==> src/rtl/vga_rd_pkg.sv <==
package vga_rd_pkg;
  localparam int unsigned VGA_PLANES  = 4;
  localparam int unsigned VGA_PLANE_W = 8;

  typedef enum logic {
    RD_PLANE = 1'b0,
    RD_CMP   = 1'b1
  } rd_mode_e;
endpackage

==> src/rtl/vga_rd_latch.sv <==
module vga_rd_latch #(
  parameter int unsigned WORD_W = 32
) (
  input  logic              clk,
  input  logic              rst_n,
  input  logic              ld_mem,
  input  logic [WORD_W-1:0] mem_data,
  input  logic              ld_sw,
  input  logic [WORD_W-1:0] sw_data,
  output logic [WORD_W-1:0] q
);
  logic [WORD_W-1:0] q_d;
  logic              q_en;

  // memory read has priority over the software load
  always_comb begin
    q_en = ld_mem | ld_sw;
    q_d  = ld_mem ? mem_data : sw_data;
  end

  always_ff @(posedge clk or negedge rst_n) begin
    if (!rst_n)    q <= '0;
    else if (q_en) q <= q_d;
  end
endmodule

==> src/rtl/vga_rd_plane_sel.sv <==
module vga_rd_plane_sel #(
  parameter int unsigned NUM_PLANES = 4,
  parameter int unsigned PLANE_W    = 8,
  localparam int unsigned WORD_W    = NUM_PLANES * PLANE_W,
  localparam int unsigned SEL_W     = (NUM_PLANES > 1) ? $clog2(NUM_PLANES) : 1
) (
  input  logic [WORD_W-1:0]  word,
  input  logic [SEL_W-1:0]   idx,
  output logic [PLANE_W-1:0] plane
);
  logic [PLANE_W-1:0] planes [NUM_PLANES];

  for (genvar p = 0; p < NUM_PLANES; p++) begin : g_split
    assign planes[p] = word[p*PLANE_W +: PLANE_W];
  end

  always_comb begin
    plane = '0;
    for (int p = 0; p < NUM_PLANES; p++) begin
      if (idx == SEL_W'(p)) plane = planes[p];
    end
  end
endmodule

==> src/rtl/vga_rd_ccmp.sv <==
module vga_rd_ccmp #(
  parameter int unsigned NUM_PLANES = 4,
  parameter int unsigned PLANE_W    = 8,
  localparam int unsigned WORD_W    = NUM_PLANES * PLANE_W
) (
  input  logic [WORD_W-1:0]     word,
  input  logic [NUM_PLANES-1:0] color,
  input  logic [NUM_PLANES-1:0] mask,
  output logic [PLANE_W-1:0]    match
);
  for (genvar i = 0; i < PLANE_W; i++) begin : g_pix
    logic [NUM_PLANES-1:0] ok;
    for (genvar p = 0; p < NUM_PLANES; p++) begin : g_pl
      // a plane left out by the mask always agrees
      assign ok[p] = ~mask[p] | ~(word[p*PLANE_W + i] ^ color[p]);
    end
    assign match[i] = &ok;
  end
endmodule

==> src/rtl/vga_rdpath.sv <==
module vga_rdpath
  import vga_rd_pkg::*;
#(
  parameter int unsigned NUM_PLANES = VGA_PLANES,
  parameter int unsigned PLANE_W    = VGA_PLANE_W,
  localparam int unsigned WORD_W    = NUM_PLANES * PLANE_W,
  localparam int unsigned SEL_W     = (NUM_PLANES > 1) ? $clog2(NUM_PLANES) : 1
) (
  input  logic                  clk,
  input  logic                  rst_n,
  input  logic                  rd_stb,
  input  logic [WORD_W-1:0]     rd_data,
  input  logic                  sw_wr_en,
  input  logic [WORD_W-1:0]     sw_wr_data,
  input  logic                  rd_mode,
  input  logic [SEL_W-1:0]      map_sel,
  input  logic                  chain_rd,
  input  logic [SEL_W-1:0]      chain_plane,
  input  logic [NUM_PLANES-1:0] cmp_color,
  input  logic [NUM_PLANES-1:0] cmp_mask,
  output logic [PLANE_W-1:0]    cpu_byte,
  output logic [WORD_W-1:0]     latch_q
);
  rd_mode_e           mode;
  logic [SEL_W-1:0]   plane_idx;
  logic [PLANE_W-1:0] plane_byte;
  logic [PLANE_W-1:0] cmp_byte;
  logic [PLANE_W-1:0] byte_d;
  logic               byte_en;

  vga_rd_latch #(.WORD_W(WORD_W)) u_latch (
    .clk      (clk),
    .rst_n    (rst_n),
    .ld_mem   (rd_stb),
    .mem_data (rd_data),
    .ld_sw    (sw_wr_en),
    .sw_data  (sw_wr_data),
    .q        (latch_q)
  );

  vga_rd_plane_sel #(.NUM_PLANES(NUM_PLANES), .PLANE_W(PLANE_W)) u_psel (
    .word  (rd_data),
    .idx   (plane_idx),
    .plane (plane_byte)
  );

  vga_rd_ccmp #(.NUM_PLANES(NUM_PLANES), .PLANE_W(PLANE_W)) u_ccmp (
    .word  (rd_data),
    .color (cmp_color),
    .mask  (cmp_mask),
    .match (cmp_byte)
  );

  always_comb begin
    mode      = rd_mode_e'(rd_mode);
    plane_idx = chain_rd ? chain_plane : map_sel;
    byte_en   = rd_stb;
    byte_d    = (mode == RD_CMP) ? cmp_byte : plane_byte;
  end

  always_ff @(posedge clk or negedge rst_n) begin
    if (!rst_n)       cpu_byte <= '0;
    else if (byte_en) cpu_byte <= byte_d;
  end
endmodule

==> config.mk <==
export PLATFORM = sky130hd
export DESIGN_NAME = vga_rdpath
export DESIGN_NICKNAME = d
export VERILOG_FILES = /design/src/rtl/vga_rd_pkg.sv /design/src/rtl/vga_rd_latch.sv /design/src/rtl/vga_rd_plane_sel.sv /design/src/rtl/vga_rd_ccmp.sv /design/src/rtl/vga_rdpath.sv
export SDC_FILE = /design/constraint.sdc
export NUM_CORES = 1
export LEC_CHECK = 0
export BUFFER_PORTS_ARGS = -buffer_cell sky130_fd_sc_hd__buf_4
export CAP_MARGIN = 20
export CORE_ASPECT_RATIO = 0.8
export CORE_MARGIN = 5
export CORE_UTILIZATION = 46
export CTS_CLUSTER_SIZE = 25
export DETAILED_ROUTE_END_ITERATION = 6
export GPL_TIMING_DRIVEN = 0
export PLACE_DENSITY_LB_ADDON = 0.05
export SLEW_MARGIN = 0
export SYNTH_ARGS = -nofsm -noshare
export SYNTH_HDL_FRONTEND = slang
export SYNTH_SLANG_ARGS = --single-unit
export TNS_END_PERCENT = 10
==> constraint.sdc <==
create_clock -name clk -period 1.08 [get_ports clk]
set_clock_uncertainty 0.15 [all_clocks]
set_input_delay 0.108 -clock clk [delete_from_list [all_inputs] [get_ports clk]]
set_output_delay 0.108 -clock clk [all_outputs]
set_load 0.01 [all_outputs]
==> key figures <==
Power
  – Lkg Pwr: 2.10 nW
  – VDD IR max: 743 µV
  – Gate power share: 35.0%
  – Clock power share: 26.7%
  – Seq pwr share: 38.3%
  – Cell Pwr Density: 1060 nW/µm²
  – Internal power: 3.28 mW
  – Switching power: 1.35 mW
  – Switch share: 29.1%

Yosys
  – Post-synthesis register bit count: 40
  – Syn_area_per_cell: 10.0 µm²
  – Asr flop ratio synth: 100%
  – Distinct cells, synth: 15
  – Sequential area share after synthesis: 40.1%
  – Post-synth top area cell: dfrtp_1
  – Post-synth EDFFs: 0
  – Mapped cell area: 2500 µm²
  – Cells after Synth: 249
  – Ys flop type: dfrtp_1
  – Synthesized Nets: 331
  – Ys Warns: 0
  – Synth top area share: 40.1%
  – Most common cell in the netlist: nand2_1
  – Post-synth top cells: 48 x nand2_1, 40 x dfrtp_1, 33 x mux2i_1
  – Most area-consuming cells after synthesis: dfrtp_1 40%, mux2i_1 13%, xor2_1 11%

Floorplanning
  – # rows: 24
  – Die width: 92.4 µm
  – Die Span Y: 75.9 µm
  – Initial Utilization: 46.7%
  – I/O pins: 122
  – Die ar.: 7010 µm²
  – Placeable Area: 5350 µm²

Timing
  – Final setup violation count: 21
  – Fin Hold WS: -0.00915 ns
  – Fmax: 769 MHz
  – Slew margin rel.: 64.6%
  – Max Slew Vio Count: 0
  – Crit path time final: 1.30 ns
  – Fin worst setup slack: -0.221 ns
  – Worst-Margin Slew: 0.531 ns
  – Setup TNS: -1.54 ns
  – RSZ-0062 raised after global routing: true
  – Tcrit/Tclk final: 120%
  – Fin. Hold Viols: 1

Global routing
  – Number of global-route vias before repair: 2859
  – Total track usage: 26.6%
  – Largest net degree at the start of global routing: 41
  – Antenna violations before repair: 0
  – First-pass GRT wire length: 14.3 mm
  – Congestion Overflow GR: 0

Critical path
  – CP Data Required Time: 1.11 ns
  – CP Buf/Inv Count: 2
  – Crit. End Element: flip-flop
  – CP Launch Type: primary input
  – CP max stage delay: 0.54 ns
  – Top cell family by delay on the critical path: multiplexers
  – Slowest CP cell: mux4_2
  – CP arrival: 1.33 ns
  – Crit-path cells: buf_8 -> mux2i_4 -> buf_12 -> mux4_2 -> a21oi_2 -> nand2_1
  – WS Path Type: primary input to flip-flop
  – CP Max Fanout: 7

Drt
  – Drt first pass iters: 7
  – DRC: 1
  – DRT iter0 DRCs: 183
  – DR vias: 2677
  – Vias per cell: 5.36
  – Final antenna-violating net count: 0
  – WL final: 9.16 mm
  – WL/cell: 18.4 µm

Place
  – Post-DP Area: 3410 µm²
  – Port Buffer Count: 111
  – Pre-CTS WS: -0.716 ns
  – Placer Congestion: 0.845
  – Post-DP HPWL: 6.02 mm

CTS
  – Clock buffer depth: 2
  – Clk Latency, worst-skew pair: 0.29 ns
  – Sink Count: 40
  – H-Tree Depth: 2
  – CTS root buf: clkbuf_8
  – CTS buffer count: 5
  – CTS tree: done
  – Clock slew at reported path FFs: 0.08 ns

Finish
  – Final Core Density: 81.8%
  – Final instance area: 4370 µm²
  – Total Nets Final: 515
  – P&R area growth vs syn: 75.2%
  – Layout cells sized above 1: 35.0%
  – Antenna diodes: 0
  – Fillers: 335

Outcome
  – Status: finished with violations
  – Failing checks: DRC, hold timing, setup timing

Run
  – Max-cap violation count: 0

Min path
  – Hold/Removal Path Class: primary input to flip-flop
==> cells in the final DEF, fill, tap and decap left out, drive strengths merged <==
| cell | instances |
|---|---|
| a21oi | 8 |
| a222oi | 8 |
| buf | 122 |
| bufinv | 1 |
| clkbuf | 20 |
| clkinv | 1 |
| dfrtp | 40 |
| dlygate4sd3 | 63 |
| mux2i | 34 |
| mux4 | 8 |
| nand2 | 48 |
| nand4 | 8 |
| nor2b | 9 |
| o21ai | 32 |
| xor2 | 32 |
==> area by class of cell <==
type | instances | area (µm²) | share of cell area (%)
well taps | 65 | 81.3 | 1.86
clock inverters | 2 | 35.0 | 0.801
flip-flops and latches | 40 | 1000 | 22.9
plain buffers | 22 | 109 | 2.49
clock buffers | 6 | 72.6 | 1.66
multi-input cells | 187 | 1420 | 32.4
repair buffers | 177 | 1660 | 37.9
==> through the flow <==
step	std cells	power (mW)	hold WS [ns]
after global routing	499	4.85	0.0271
after detailed placement	425	3.02	-0.0260
after global placement	425	3.01	-0.0356
final	499	4.62	-0.00915
after CTS	498	4.53	0.0103
after floorplan	249	2.36	-0.338
==> cells by family (layout without fill, tap and decap cells) <==
group	Yosys count	in the layout	share of synthesized area (%)
AOI/OAI and AO/OA	48	48	11.2
xor gates and xnor gates	32	32	11.2
buffers and inverters	22	207	3.76
DFF	40	40	40.1
muxes	42	42	22.2
and+or+nand+nor	65	65	11.5
==> repair_timing <==
item,4_1_cts,5_1_grt
setup endpoints to repair,62,78
hold buffers,62,1
hold endpoints to repair,72,1
pin swaps,6,2
buffers inserted,3,0
gates resized for setup,40,25
==> layer usage <==
metal | wire, µm | GRT usage, %
met4 | 122 | 6.10
met3 | 669 | 6.52
met1 | 3770 | 33.1
met5 | 0 | 0
met2 | 4600 | 47.5
==> power groups by stage <==
stage,logic (mW),clock network [mW],registers [mW]
floorplan,0.521,0,1.84
CTS,1.54,1.24,1.75
detailed placement,1.26,0,1.76
finish,1.62,1.23,1.77
global placement,1.25,0,1.76
global route,1.74,1.32,1.79
==> final timing paths <==
path	from	end	slack, ns	cells after the start
setup / recovery	chain_rd	cpu_byte[2]	-0.22	6
hold / removal	sw_wr_data[0]	u_latch.q[0]	-0.009	3
setup reg to reg	u_latch.q[28]	u_latch.q[28]	0.10	2
hold reg to reg	u_latch.q[1]	u_latch.q[1]	0.45	2
max in group asynchronous	rst_n	u_latch.q[21]	0.23	2
min in group asynchronous	rst_n	u_latch.q[25]	0.18	2
==> flip-flops by register name, summed over array words and instances (netlist names) <==
name / count
cpu_byte: 8
u_latch.q: 32
==> worst reg2reg max path: cells and delay by family (launching register included) <==
family,cells,cell delay [ns]
compound gates,1,0.10
flops,1,0.41
mux,1,0.20
(Power assumes the default switching activity.)
